===== config.mk =====
export PLATFORM = sky130hd
export DESIGN_NAME = boot_vector_ctrl
export DESIGN_NICKNAME = d
export VERILOG_FILES = /design/src/rtl/bvc_pkg.sv /design/src/rtl/bvc_sync.sv /design/src/rtl/bvc_release.sv /design/src/rtl/bvc_csr.sv /design/src/rtl/bvc_vec_hold.sv /design/src/rtl/boot_vector_ctrl.sv
export SDC_FILE = /design/constraint.sdc
export NUM_CORES = 1
export LEC_CHECK = 0
export BUFFER_PORTS_ARGS = -buffer_cell sky130_fd_sc_hd__buf_2
export CAP_MARGIN = 20
export CORE_MARGIN = 1.5
export CORE_UTILIZATION = 30
export DETAILED_ROUTE_END_ITERATION = 6
export PLACE_DENSITY_LB_ADDON = 0.15
export SYNTH_ARGS = -nofsm -noshare
export SYNTH_HDL_FRONTEND = slang
export SYNTH_SLANG_ARGS = --single-unit

===== constraint.sdc =====
create_clock -name clk_i -period 3.2 [get_ports clk_i]
set_clock_uncertainty 0.15 [all_clocks]
set_input_delay 0 -clock clk_i [delete_from_list [all_inputs] [get_ports clk_i]]
set_output_delay 0 -clock clk_i [all_outputs]
set_load 0.01 [all_outputs]

===== src/rtl/bvc_pkg.sv =====
package bvc_pkg;
  localparam int unsigned XLEN = 32;
  localparam logic [XLEN-1:0] FLASH_BASE = 32'h1000_0000;
  localparam logic [XLEN-1:0] RAM_BASE   = 32'h0000_0000;

  typedef enum logic { RST_SOFT = 1'b0, RST_HARD = 1'b1 } rst_kind_e;

  // Power-on always wins; otherwise the pin level decides.
  function automatic rst_kind_e classify(input logic por_seen, input logic pin);
    return (por_seen || pin) ? RST_HARD : RST_SOFT;
  endfunction

  function automatic logic [XLEN-1:0] pick_vector(input rst_kind_e kind,
                                                  input logic ram_en);
    return (kind == RST_SOFT && ram_en) ? RAM_BASE : FLASH_BASE;
  endfunction

  function automatic logic [XLEN-1:0] csr_word(input logic ram_en,
                                               input rst_kind_e kind);
    logic [XLEN-1:0] w;
    w    = '0;
    w[0] = ram_en;
    w[1] = (kind == RST_HARD);
    return w;
  endfunction
endpackage


===== src/rtl/bvc_sync.sv =====
module bvc_sync #(
  parameter int unsigned STAGES  = 2,
  parameter logic        RST_VAL = 1'b0
) (
  input  logic clk_i,
  input  logic arst_n_i,
  input  logic d_i,
  output logic q_o
);
  logic [STAGES-1:0] chain_q;

  generate
    for (genvar s = 0; s < STAGES; s++) begin : g_stage
      always_ff @(posedge clk_i or negedge arst_n_i) begin
        if (!arst_n_i) chain_q[s] <= RST_VAL;
        else if (s == 0) chain_q[s] <= d_i;
        else chain_q[s] <= chain_q[(s == 0) ? 0 : s-1];
      end
    end
  endgenerate

  assign q_o = chain_q[STAGES-1];
endmodule


===== src/rtl/bvc_release.sv =====
module bvc_release
  import bvc_pkg::*;
#(
  parameter int unsigned SYNC_STAGES = 2
) (
  input  logic      clk_i,
  input  logic      por_n_i,
  input  logic      sys_rst_n_i,
  input  logic      pin_sync_i,
  output logic      rel_pulse_o,
  output rst_kind_e rel_kind_o,
  output logic      cpu_rst_n_o,
  output logic      bus_live_o
);
  logic rst_sync;
  logic rst_seen_q;
  logic por_seen_q;
  logic cpu_q;

  bvc_sync #(.STAGES(SYNC_STAGES), .RST_VAL(1'b0)) u_rst_sync (
    .clk_i    (clk_i),
    .arst_n_i (sys_rst_n_i),
    .d_i      (1'b1),
    .q_o      (rst_sync)
  );

  always_ff @(posedge clk_i or negedge sys_rst_n_i) begin
    if (!sys_rst_n_i) begin
      rst_seen_q <= 1'b0;
      cpu_q      <= 1'b0;
    end else begin
      rst_seen_q <= rst_sync;
      cpu_q      <= rst_seen_q;
    end
  end

  // Remembers that the pending release follows a power-on.
  always_ff @(posedge clk_i or negedge por_n_i) begin
    if (!por_n_i)         por_seen_q <= 1'b1;
    else if (rel_pulse_o) por_seen_q <= 1'b0;
  end

  assign rel_pulse_o = rst_sync & ~rst_seen_q;
  assign rel_kind_o  = classify(por_seen_q, pin_sync_i);
  assign cpu_rst_n_o = cpu_q;
  assign bus_live_o  = cpu_q;
endmodule


===== src/rtl/bvc_csr.sv =====
module bvc_csr
  import bvc_pkg::*;
#(
  parameter logic [XLEN-1:0] CSR_ADDR = 32'h0000_0000
) (
  input  logic            clk_i,
  input  logic            por_n_i,
  input  logic            sys_rst_n_i,
  input  logic            bus_live_i,
  input  logic            rel_pulse_i,
  input  rst_kind_e       rel_kind_i,
  input  logic            wb_cyc_i,
  input  logic            wb_stb_i,
  input  logic            wb_we_i,
  input  logic [XLEN-1:0] wb_adr_i,
  input  logic [XLEN-1:0] wb_dat_i,
  input  logic [3:0]      wb_sel_i,
  output logic [XLEN-1:0] wb_dat_o,
  output logic            wb_ack_o,
  output logic            ram_en_o,
  output rst_kind_e       last_kind_o
);
  logic            ack_q;
  logic [XLEN-1:0] rdata_q;
  logic            ram_en_q;
  rst_kind_e       kind_q;
  logic            req;
  logic            hit;
  logic            wr_en;
  logic            unused_bits;

  assign req   = bus_live_i & wb_cyc_i & wb_stb_i & ~ack_q;
  assign hit   = (wb_adr_i == CSR_ADDR);
  assign wr_en = req & wb_we_i & hit & wb_sel_i[0];
  assign unused_bits = &{1'b0, wb_dat_i[XLEN-1:1], wb_sel_i[3:1]};

  always_ff @(posedge clk_i or negedge sys_rst_n_i) begin
    if (!sys_rst_n_i) begin
      ack_q   <= 1'b0;
      rdata_q <= '0;
    end else begin
      ack_q <= req;
      if (req) rdata_q <= (hit && !wb_we_i) ? csr_word(ram_en_q, kind_q) : '0;
    end
  end

  // Retained across soft resets; only power-on or a hard release clears it.
  always_ff @(posedge clk_i or negedge por_n_i) begin
    if (!por_n_i) begin
      ram_en_q <= 1'b0;
      kind_q   <= RST_HARD;
    end else if (rel_pulse_i) begin
      kind_q <= rel_kind_i;
      if (rel_kind_i == RST_HARD) ram_en_q <= 1'b0;
    end else if (wr_en) begin
      ram_en_q <= wb_dat_i[0];
    end
  end

  assign wb_ack_o    = ack_q;
  assign wb_dat_o    = rdata_q;
  assign ram_en_o    = ram_en_q;
  assign last_kind_o = kind_q;
endmodule


===== src/rtl/bvc_vec_hold.sv =====
module bvc_vec_hold
  import bvc_pkg::*;
(
  input  logic            clk_i,
  input  logic            por_n_i,
  input  logic            rel_pulse_i,
  input  rst_kind_e       rel_kind_i,
  input  logic            ram_en_i,
  output logic [XLEN-1:0] vector_o
);
  logic [XLEN-1:0] vec_q;

  always_ff @(posedge clk_i or negedge por_n_i) begin
    if (!por_n_i)         vec_q <= FLASH_BASE;
    else if (rel_pulse_i) vec_q <= pick_vector(rel_kind_i, ram_en_i);
  end

  assign vector_o = vec_q;
endmodule


===== src/rtl/boot_vector_ctrl.sv =====
module boot_vector_ctrl
  import bvc_pkg::*;
#(
  parameter logic [31:0] CSR_ADDR    = 32'h0000_0000,
  parameter int unsigned SYNC_STAGES = 2
) (
  input  logic        clk_i,
  input  logic        por_n_i,
  input  logic        rst_n_i,
  input  logic        flash_di_i,
  input  logic        wb_cyc_i,
  input  logic        wb_stb_i,
  input  logic        wb_we_i,
  input  logic [31:0] wb_adr_i,
  input  logic [31:0] wb_dat_i,
  input  logic [3:0]  wb_sel_i,
  output logic [31:0] wb_dat_o,
  output logic        wb_ack_o,
  output logic        cpu_rst_n_o,
  output logic [31:0] reset_vector_o
);
  logic      sys_rst_n;
  logic      pin_sync;
  logic      rel_pulse;
  rst_kind_e rel_kind;
  logic      rel_hard;
  logic      bus_live;
  logic      boot_en;
  rst_kind_e last_kind;

  assign sys_rst_n = por_n_i & rst_n_i;
  assign rel_hard  = (rel_kind == RST_HARD);

  bvc_sync #(.STAGES(SYNC_STAGES), .RST_VAL(1'b1)) u_pin_sync (
    .clk_i    (clk_i),
    .arst_n_i (por_n_i),
    .d_i      (flash_di_i),
    .q_o      (pin_sync)
  );

  bvc_release #(.SYNC_STAGES(SYNC_STAGES)) u_release (
    .clk_i       (clk_i),
    .por_n_i     (por_n_i),
    .sys_rst_n_i (sys_rst_n),
    .pin_sync_i  (pin_sync),
    .rel_pulse_o (rel_pulse),
    .rel_kind_o  (rel_kind),
    .cpu_rst_n_o (cpu_rst_n_o),
    .bus_live_o  (bus_live)
  );

  bvc_csr #(.CSR_ADDR(CSR_ADDR)) u_csr (
    .clk_i       (clk_i),
    .por_n_i     (por_n_i),
    .sys_rst_n_i (sys_rst_n),
    .bus_live_i  (bus_live),
    .rel_pulse_i (rel_pulse),
    .rel_kind_i  (rel_kind),
    .wb_cyc_i    (wb_cyc_i),
    .wb_stb_i    (wb_stb_i),
    .wb_we_i     (wb_we_i),
    .wb_adr_i    (wb_adr_i),
    .wb_dat_i    (wb_dat_i),
    .wb_sel_i    (wb_sel_i),
    .wb_dat_o    (wb_dat_o),
    .wb_ack_o    (wb_ack_o),
    .ram_en_o    (boot_en),
    .last_kind_o (last_kind)
  );

  bvc_vec_hold u_vec (
    .clk_i       (clk_i),
    .por_n_i     (por_n_i),
    .rel_pulse_i (rel_pulse),
    .rel_kind_i  (rel_kind),
    .ram_en_i    (boot_en),
    .vector_o    (reset_vector_o)
  );
endmodule


==> impl_metrics.py, run 1 <==
metrics = {
    "outcome": {
        "status": "complete, no violations",
    },
    "hold_path": {
        "min_path_type": "in -> async",
    },
    "final_layout": {
        "final_net_count": 238,
        "syn_to_final_growth_pct": 16.1,
        "num_antenna_cells": 0,
        "drive_above_1_share_pct": 33.3,
        "fin_util_pct": 37.0,
        "largest_register_ffs": 2,
    },
    "cts": {
        "clkTransAtPathRegs_ps": 70,
        "clkLatencyLatePin_ps": 270,
        "cts_buffers": 3,
        "cts.root.buffer_cell": "clkbuf_4",
        "hold_buffers": 9,
        "cts_sinks": 13,
        "cts_resized": 0,
        "cts_setup_buffers": 0,
        "clk_path_buf_depth": 2,
        "cts-htree-levels": 1,
        "cts_tree": "built",
    },
    "route": {
        "antenna_left": 0,
        "firstDrtPassIters": 3,
        "avgRoutedWirePerCell_um": 8.04,
        "maxUsedRoutingLayer": "met4",
        "met1_length_um": 565,
        "drtIter0Drc": 7,
        "vias_per_cell": 3.41,
        "route.met3.wl_um": 167,
        "drcViolationCount": 0,
        "routed_wl_um": 1660,
        "vias": 703,
        "met2WireLength_um": 907,
    },
    "die": {
        "die_y_um": 60.4,
        "initial_core_util_pct": 31.9,
        "ioPinCount": 141,
        "dieWidth_um": 60.4,
        "rows": 20,
        "dieArea_um2": 3650,
        "core_um2": 3100,
    },
    "place": {
        "gp_congestion": 0.700,
        "io_buffers": 45,
        "dp_hpwl_um": 1400,
    },
    "timing": {
        "fmax_ghz": 0.502,
        "hold_viol_final": 0,
        "rsz0062_at_grt": "false",
        "layout_min_cycle_time_ps": 1990,
        "setup-violations-final": 0,
        "setup-tns-final_ps": 0,
        "finalCritPeriodShare_pct": 62.2,
        "slew_viol_final": 0,
    },
    "critical_path": {
        "worstPathArrival_ps": 2060,
        "end_kind": "register",
        "cp_max_fo": 6,
        "cp-start-kind": "register",
        "worstRegToRegCells": 5,
        "reg2reg_to": "u_csr.ram_en_o",
        "r2r_slack_ps": 1210,
        "crit_required_ps": 3270,
        "rr_startpoint": "u_csr.wb_ack_o",
        "critPathKind": "reg -> reg",
    },
    "global_routing": {
        "grt_pass1_vias": 523,
        "grt_pass1_wl_um": 2150,
        "grt_max_degree": 8,
        "grt_antenna_before_repair": 0,
        "grt-ovfl-total": 0,
        "groute.usage.overall_pct": 8.05,
    },
    "run": {
        "drv_cap": 0,
    },
    "synthesis": {
        "syn_inst": 106,
        "avgSynthCellArea_um2": 9.34,
        "synth_cell_type_count": 21,
        "synth_warnings": 0,
        "yosys_register_bits": 13,
        "syn-cell-area_um2": 990,
        "ys_seq_area_share_pct": 33.5,
    },
    "pwr": {
        "p_comb_share_pct": 22.5,
        "swShare_pct": 29.4,
        "powerDensity_nw_per_um2": 312,
        "leakage_nw": 0.650,
        "vdd_drop_max_mv": 0.202,
        "p_sw_w": 0.000106,
        "p_int_w": 0.000253,
        "pwr-share-seq_pct": 49.7,
        "p_clk_share_pct": 27.8,
    },
}
[cell usage after synthesis]
cell | n | share of area [%]
nand2b_1 | 1 | 0.63
nor3_1 | 2 | 1.0
dfrtp_1 | 8 | 20
a21o_1 | 1 | 0.76
buf_4 | 61 | 46
and4b_1 | 1 | 1.0
nor4_1 | 7 | 4.4
inv_1 | 1 | 0.38
nor4_2 | 1 | 1.3
nor2b_1 | 2 | 1.3
nand2_1 | 1 | 0.38
a21oi_1 | 1 | 0.51
o21ai_0 | 2 | 1.0
a31o_1 | 2 | 1.8
and2_1 | 2 | 1.3
nor2_1 | 1 | 0.38
buf_2 | 1 | 0.51
dfstp_2 | 5 | 13
conb_1 | 2 | 0.76
mux2i_1 | 1 | 1.0
nand4_1 | 3 | 1.9
[worst max-delay path by stage]
stage | cells past startpoint | end | start
2_1_floorplan | 5 | u_csr.ram_en_o | u_csr.wb_ack_o
3_5_place_dp | 4 | u_csr.ram_en_o | u_csr.wb_ack_o
4_1_cts | 5 | u_csr.ram_en_o | u_csr.wb_ack_o
6_report | 5 | u_csr.ram_en_o | u_csr.wb_ack_o
3_3_place_gp | 4 | u_csr.ram_en_o | u_csr.wb_ack_o
5_1_grt | 5 | u_csr.ram_en_o | u_csr.wb_ack_o
[metal layers]
metal	GRT usage (%)	up-vias
li1	-	340
met1	8.73	307
met2	14.6	54
met3	1.49	2
met4	4.66	0
met5	0	-
[power by group through the flow]
stage | clock (W) | combinational (W) | sequential [W]
2_1_floorplan | 0 | 0.0000961 | 0.000183
3_3_place_gp | 0 | 0.0000721 | 0.000181
3_5_place_dp | 0 | 0.0000726 | 0.000182
4_1_cts | 0.000107 | 0.0000803 | 0.000179
5_1_grt | 0.000111 | 0.0000927 | 0.000180
6_report | 0.0000997 | 0.0000806 | 0.000178
[layout by cell type (no fill, tap or decap)]
cell type	instances
conb_1	62
buf_2	45
dlygate4sd3_1	9
dfrtp_1	8
nor4_1	7
dfstp_2	5
nand4_1	3
clkbuf_4	3
and2_1	2
o21ai_0	2
nor3_1	2
nor2b_1	2
a31o_1	2
and4b_1	1
nand2b_1	1
nor2_1	1
inv_1	1
nor4_2	1
mux2i_1	1
a21oi_1	1
a21o_1	1
nand2_1	1
clkbuf_1	1
[final cells by class]
class / instances / area (um^2)
fill: 323 / 1950
multi-input combinational: 90 / 417
sequential: 13 / 332
timing repair buffer: 54 / 315
tap: 44 / 55.1
clock buffer: 4 / 26.3
inverter: 1 / 3.75
[worst max-delay path, stage by stage (launching register included)]
cell and delay [ps]:
dfrtp_1 370, and4b_1 350, nand4_1 110, nor3_1 180, mux2i_1 200, dlygate4sd3_1 560
[cell families after synthesis]
kind of cell    share of synthesized area, %
other cells                            0.759
flops                                   33.5
simple gates                            13.5
mux                                     1.01
compound gates                          4.05
buf+inv                                 47.2
[stage by stage]
| stage | instances | hold slack [ps] | area (um^2) | setup WS (ps) | total power [W] |
|---|---|---|---|---|---|
| after floorplan | 166 | -446 | 1210 | 1770 | 0.000279 |
| after global placement | 193 | -319 | 1030 | 1750 | 0.000253 |
| after detailed placement | 193 | -315 | 1030 | 1750 | 0.000254 |
| after CTS | 206 | 81.0 | 1150 | 1210 | 0.000365 |
| after global routing | 206 | 95.2 | 1150 | 1050 | 0.000383 |
| final | 206 | 83.1 | 1150 | 1210 | 0.000359 |
Power figures use the tool's default switching activity.
==> run 2: changes to the inputs <==
--- a/config.mk
+++ b/config.mk
@@ -5,6 +5,7 @@
 export SDC_FILE = /design/constraint.sdc
 export NUM_CORES = 1
 export LEC_CHECK = 0
+export ABC_AREA = 1
 export BUFFER_PORTS_ARGS = -buffer_cell sky130_fd_sc_hd__buf_2
 export CAP_MARGIN = 20
 export CORE_MARGIN = 1.5
==> constraint.sdc (replaced) <==
create_clock -name clk_i -period 2.1 [get_ports clk_i]
set_clock_uncertainty 0.15 [all_clocks]
set_input_delay 0 -clock clk_i [delete_from_list [all_inputs] [get_ports clk_i]]
set_output_delay 0 -clock clk_i [all_outputs]
set_load 0.01 [all_outputs]
==> run 2 against run 1 <==
Area after synthesis increased by 11%. Clock-buffer cell count did not move. Utilization shrank 0.056 points. Fmax increased by 19%. Non-clock buffer count unchanged. Critical endpoint is now u_csr.wb_dat_o[1]. Sequential power increased by 51%. Routed wire length grew 6.0%. Setup slack worse by 790 ps. Sequential share of layout area decreased by 2.6 points. Final area is 9.9% higher. Synthesized cell count up 32%. Highest routed layer is now met3. Combinational power up 58%. Critical path type unchanged.
==> impl_metrics.py, run 2 <==
metrics = {
    "timing": {
        "fmax_ghz": 0.596,
        "hold_viol_final": 0,
        "setup-violations-final": 0,
        "finalCritPeriodShare_pct": 79.8,
        "setup-tns-final_ps": 0,
        "slew_viol_final": 0,
        "timing.hold.ws_ps": 19.7,
        "rsz0062_at_grt": "false",
        "layout_min_cycle_time_ps": 1680,
    },
    "synthesis": {
        "syn-cell-area_um2": 1100,
        "synthFlopType": "dfrtp_1",
        "avgSynthCellArea_um2": 7.83,
        "synth_most_common_cell": "buf_4",
        "synth.largest_area_cell": "buf_4",
        "synth-edff-count": 0,
        "synth_cell_type_count": 17,
        "netlist_top_cells_area": "buf_4 (42%), dfrtp_1 (18%), dfstp_2 (12%)",
        "ys_seq_area_share_pct": 30.3,
        "synth_common_cells": "buf_4 (61), nand2_1 (21), nor2_1 (21)",
        "yosys_register_bits": 13,
        "synthArstFlopShare_pct": 100,
        "synth_warnings": 0,
        "syn_inst": 140,
        "synth_top_cell_area_share_pct": 41.8,
    },
    "cts": {
        "cts.root.buffer_cell": "clkbuf_4",
        "hold_buffers": 9,
        "clk_path_buf_depth": 2,
        "cts_resized": 0,
        "cts_setup_buffers": 0,
        "cts-htree-levels": 1,
        "cts_sinks": 13,
        "clkLatencyLatePin_ps": 270,
        "cts_tree": "built",
        "cts_buffers": 3,
        "clkTransAtPathRegs_ps": 80,
    },
    "global_routing": {
        "grt_max_degree": 8,
        "grt_antenna_before_repair": 0,
        "groute.usage.overall_pct": 7.97,
        "grt_pass1_wl_um": 2530,
        "grt-ovfl-total": 0,
        "grt_pass1_vias": 635,
    },
    "route": {
        "drtIter0Drc": 2,
        "routed_wl_um": 1760,
        "avgRoutedWirePerCell_um": 7.23,
        "vias": 819,
        "antenna_left": 0,
        "vias_per_cell": 3.37,
        "firstDrtPassIters": 4,
        "drcViolationCount": 0,
    },
    "die": {
        "die_y_um": 63.4,
        "rows": 21,
        "ioPinCount": 141,
        "dieWidth_um": 63.4,
        "initial_core_util_pct": 32.1,
        "dieArea_um2": 4030,
        "core_um2": 3420,
    },
    "critical_path": {
        "reg2reg_to": "u_csr.wb_dat_o[1]",
        "crit_required_ps": 2170,
        "cp-start-kind": "register",
        "rr_startpoint": "u_csr.wb_ack_o",
        "critPathKind": "reg -> reg",
        "worstPathArrival_ps": 1750,
        "r2r_slack_ps": 420,
        "cp_max_fo": 4,
        "worstRegToRegCells": 6,
        "end_kind": "register",
    },
    "final_layout": {
        "num_antenna_cells": 0,
        "syn_to_final_growth_pct": 15.2,
        "drive_above_1_share_pct": 33.5,
        "final_net_count": 273,
        "mostFrequentLayoutCells": "conb_1 (62), buf_2 (45), nand2_1 (21), nor2_1 (21), dlygate4sd3_1 (9)",
        "final_common_cell": "conb_1",
        "largest_register_ffs": 2,
    },
    "hold_path": {
        "hold_start": "wb_adr_i[20]",
        "min_path_type": "in -> reg",
        "hold_path_end": "u_csr.wb_dat_o[0]",
        "hold_depth": 8,
    },
    "pwr": {
        "leakage_nw": 0.722,
        "swShare_pct": 30.6,
        "p_comb_share_pct": 23.1,
        "p_sw_w": 0.000169,
        "p_int_w": 0.000382,
        "vdd_drop_max_mv": 0.389,
        "pwr-share-seq_pct": 48.6,
        "p_clk_share_pct": 28.3,
        "powerDensity_nw_per_um2": 436,
    },
    "place": {
        "io_buffers": 45,
        "gp_congestion": 0.713,
        "dp_hpwl_um": 1510,
    },
    "outcome": {
        "status": "complete, no violations",
    },
    "run": {
        "drv_cap": 0,
    },
}
## run 2: changes by cell type after synthesis, sizes merged, moves of 3 or more
cell	delta
nand2	+23
nor2	+23
nor4	-8
inv	+7
nand4	-3
o21ai	+3
## run 2: critical path: stages (launching register included)
cell	delay [ps]
dfrtp_1	390
nor2_2	120
nand3_2	130
inv_2	100
nand2_1	60
o21ai_2	120
dlygate4sd3_1	550
## run 2: layer usage
metal | wire length (um) | GRT usage, % | part of all wire (%)
met4 | 0 | 0.815 | 0
met5 | 0 | 0 | 0
met1 | 675 | 9.32 | 38
met2 | 927 | 13.4 | 53
met3 | 153 | 4.11 | 8.7
## run 2: cell families after synthesis
kind of cell | Yosys count | synth area share (%)
other | 2 | 0.685
AO/OA/AOI/OAI | 5 | 2.97
AND/OR/NAND/NOR | 51 | 21.6
flip-flops | 13 | 30.3
buffers and inverters | 69 | 44.5
## run 2: metrics by stage
step / std cells / setup WS, ps / total power [W] / utilization, % / area [um^2]
2_1_floorplan: 200 / 877 / 0.000427 / - / 1320
3_3_place_gp: 230 / 856 / 0.000386 / 33.6 / 1150
3_5_place_dp: 230 / 853 / 0.000388 / 33.6 / 1150
4_1_cts: 243 / 415 / 0.000557 / 37.0 / 1260
5_1_grt: 243 / 325 / 0.000591 / 37.0 / 1260
6_report: 243 / 423 / 0.000551 / 37.0 / 1260
## run 2: how the worst max path moves through the flow
| stage | to | cells after the start | startpoint | slack (ps) |
|---|---|---|---|---|
| global placement | u_csr.ram_en_o | 6 | u_csr.wb_ack_o | 860 |
| global route | u_csr.wb_dat_o[1] | 6 | u_csr.wb_ack_o | 320 |
| finish | u_csr.wb_dat_o[1] | 6 | u_csr.wb_ack_o | 420 |
| floorplan | u_csr.ram_en_o | 6 | u_csr.wb_ack_o | 880 |
| detailed placement | u_csr.ram_en_o | 6 | u_csr.wb_ack_o | 850 |
| CTS | u_csr.wb_dat_o[1] | 6 | u_csr.wb_ack_o | 410 |
## run 2: layout make-up
type | instances | area, um^2
clock buffers | 4 | 26.3
fillers | 383 | 2150
inverters | 8 | 30.0
multi-input cells | 118 | 502
flip-flops and latches | 13 | 332
well taps | 46 | 57.6
repair buffers | 54 | 315
## run 2: power groups by stage
stage | clock network, W | logic (W) | registers, W
after floorplan | 0 | 0.000155 | 0.000272
after global placement | 0 | 0.000114 | 0.000272
after detailed placement | 0 | 0.000115 | 0.000272
after CTS | 0.000163 | 0.000127 | 0.000268
after global routing | 0.000178 | 0.000144 | 0.000269
final | 0.000156 | 0.000127 | 0.000268
==> run 3: changes to the inputs <==
--- a/config.mk
+++ b/config.mk
@@ -9,7 +9,7 @@
 export BUFFER_PORTS_ARGS = -buffer_cell sky130_fd_sc_hd__buf_2
 export CAP_MARGIN = 20
 export CORE_MARGIN = 1.5
-export CORE_UTILIZATION = 30
+export CORE_UTILIZATION = 29
 export DETAILED_ROUTE_END_ITERATION = 6
 export PLACE_DENSITY_LB_ADDON = 0.15
 export SYNTH_ARGS = -nofsm -noshare
==> constraint.sdc (replaced) <==
create_clock -name clk_i -period 1.5 [get_ports clk_i]
set_clock_uncertainty 0.15 [all_clocks]
set_input_delay 0 -clock clk_i [delete_from_list [all_inputs] [get_ports clk_i]]
set_output_delay 0 -clock clk_i [all_outputs]
set_load 0.01 [all_outputs]
==> run 3 against run 2 <==
Clock-buffer cell count unchanged. Sequential cell count stayed put. Clock power grew 87%. Combinational power is 39% higher. Register-to-register slack lost 190 ps. First-iteration DRC count rose to 4.0 times the previous value. Via count down 2.7%. Final area is essentially flat. Critical path type unchanged. Largest power group unchanged.
==> impl_metrics.py, run 3 (synthesis gave the netlist of run 2 again) <==
metrics = {
    "global_routing": {
        "groute.usage.overall_pct": 7.33,
        "grt-ovfl-total": 0,
        "grt_pass1_wl_um": 2500,
        "grt_max_degree": 8,
        "grt_pass1_vias": 669,
        "grt_antenna_before_repair": 0,
    },
    "place": {
        "io_buffers": 45,
        "gp_congestion": 0.714,
        "dpl_cell_area_um2": 1150,
        "dp.cells": 232,
        "dp_hpwl_um": 1420,
    },
    "final_layout": {
        "syn_to_final_growth_pct": 15.3,
        "drive_above_1_share_pct": 33.8,
        "num_antenna_cells": 0,
        "final_common_cell": "conb_1",
        "fin_area_um2": 1260,
        "largest_register_ffs": 2,
        "mostFrequentLayoutCells": "conb_1 (62), buf_2 (45), nand2_1 (21), nor2_1 (21), dfrtp_1 (8)",
        "fin_cells": 243,
        "final_net_count": 271,
    },
    "timing": {
        "rsz0062_at_grt": "false",
        "timing.hold.ws_ps": 18.0,
        "fmax_ghz": 0.790,
        "setup-tns-final_ps": 0,
        "hold_viol_final": 0,
        "setup-violations-final": 0,
        "slew_viol_final": 0,
        "finalCritPeriodShare_pct": 84.4,
        "layout_min_cycle_time_ps": 1270,
    },
    "die": {
        "dieWidth_um": 64.5,
        "dieArea_um2": 4160,
        "die_y_um": 64.5,
        "core_um2": 3630,
        "rows": 22,
        "initial_core_util_pct": 30.2,
        "ioPinCount": 141,
    },
    "cts": {
        "clkTransAtPathRegs_ps": 50,
        "cts_resized": 0,
        "cts-htree-levels": 1,
        "cts_sinks": 13,
        "cts_tree": "built",
        "clkLatencyLatePin_ps": 230,
        "clk_path_buf_depth": 2,
        "cts.root.buffer_cell": "clkbuf_8",
        "cts_buffers": 3,
    },
    "critical_path": {
        "crit_required_ps": 1480,
        "rr_startpoint": "u_csr.wb_ack_o",
        "cp_max_fo": 4,
        "worstRegToRegCells": 6,
        "crit_start": "u_csr.wb_ack_o",
        "r2r_slack_ps": 230,
        "worstPathArrival_ps": 1240,
        "critPathCapture": "u_csr.ram_en_o",
        "end_kind": "register",
        "critPathKind": "reg -> reg",
        "cp-start-kind": "register",
        "reg2reg_to": "u_csr.ram_en_o",
    },
    "route": {
        "vias": 797,
        "drtIter0Drc": 8,
        "drcViolationCount": 0,
        "vias_per_cell": 3.28,
        "routed_wl_um": 1610,
        "firstDrtPassIters": 4,
        "avgRoutedWirePerCell_um": 6.60,
        "antenna_left": 0,
    },
    "pwr": {
        "leakage_nw": 0.719,
        "p_comb_share_pct": 21.0,
        "p_clk_share_pct": 34.5,
        "swShare_pct": 26.8,
        "pwr-share-seq_pct": 44.5,
        "p_sw_w": 0.000227,
        "powerDensity_nw_per_um2": 668,
        "p_int_w": 0.000618,
        "vdd_drop_max_mv": 0.530,
    },
    "outcome": {
        "status": "complete, no violations",
    },
    "hold_path": {
        "min_path_type": "in -> reg",
    },
    "run": {
        "drv_cap": 0,
    },
}
[run 3: cell types whose count changed in the layout (fill, tap and decap cells not counted), sizes merged]
cell,delta
dlygate4sd3,-2
[run 3: worst max-delay path: stages (launching register included)]
cell and delay [ps]:
dfrtp_1 380, nor2_2 120, nand3_2 140, nor3_4 170, nand3_1 100, nand2_1 70, inv_1 30
[run 3: power by group through the flow]
stage                     sequential [W]  clock [W]  combinational (W)
final                           0.000376   0.000292           0.000177
after global routing            0.000377   0.000326           0.000200
after CTS                       0.000376   0.000306           0.000176
after detailed placement        0.000381          0           0.000162
after global placement          0.000381          0           0.000160
after floorplan                 0.000381          0           0.000217
[run 3: final cells by class]
class / count / area (um^2)
flip-flops and latches: 13 / 332
well taps: 48 / 60.1
fillers: 394 / 2370
multi-input cells: 118 / 502
repair buffers: 52 / 295
clock buffers: 4 / 45.0
inverters: 8 / 30.0
[run 3: routing by layer]
| layer | track usage [%] | vias to the layer above | routed length (um) |
|---|---|---|---|
| met5 | 0 | - | 0 |
| met4 | 1.33 | 0 | 0 |
| met3 | 2.08 | 0 | 192 |
| met2 | 14.5 | 62 | 826 |
| met1 | 7.70 | 330 | 586 |
| li1 | - | 405 | - |
[run 3: worst min-delay path by stage]
| stage | from | to | slack (ps) | depth (start not counted) |
|---|---|---|---|---|
| 2_1_floorplan | por_n_i | u_csr.ram_en_o | -450 | 0 |
| 3_3_place_gp | por_n_i | u_csr.ram_en_o | -320 | 1 |
| 3_5_place_dp | por_n_i | u_csr.ram_en_o | -310 | 1 |
| 4_1_cts | wb_stb_i | u_csr.wb_ack_o | 20 | 5 |
| 5_1_grt | wb_stb_i | u_csr.wb_ack_o | 40 | 5 |
| 6_report | wb_stb_i | u_csr.wb_ack_o | 20 | 5 |
[run 3: repair_timing]
item                                   CTS  global route
buffers inserted                         0             0
hold buffers                             7             0
endpoints found under the hold margin   18             0
[run 3: through the flow]
step | worst slack [ps] | total power (W) | util (%)
after global placement | 257 | 0.000540 | 31.6
after CTS | 215 | 0.000858 | 34.8
after global routing | 124 | 0.000903 | 34.8
after detailed placement | 226 | 0.000543 | 31.6
after floorplan | 277 | 0.000598 | -
final | 235 | 0.000844 | 34.8
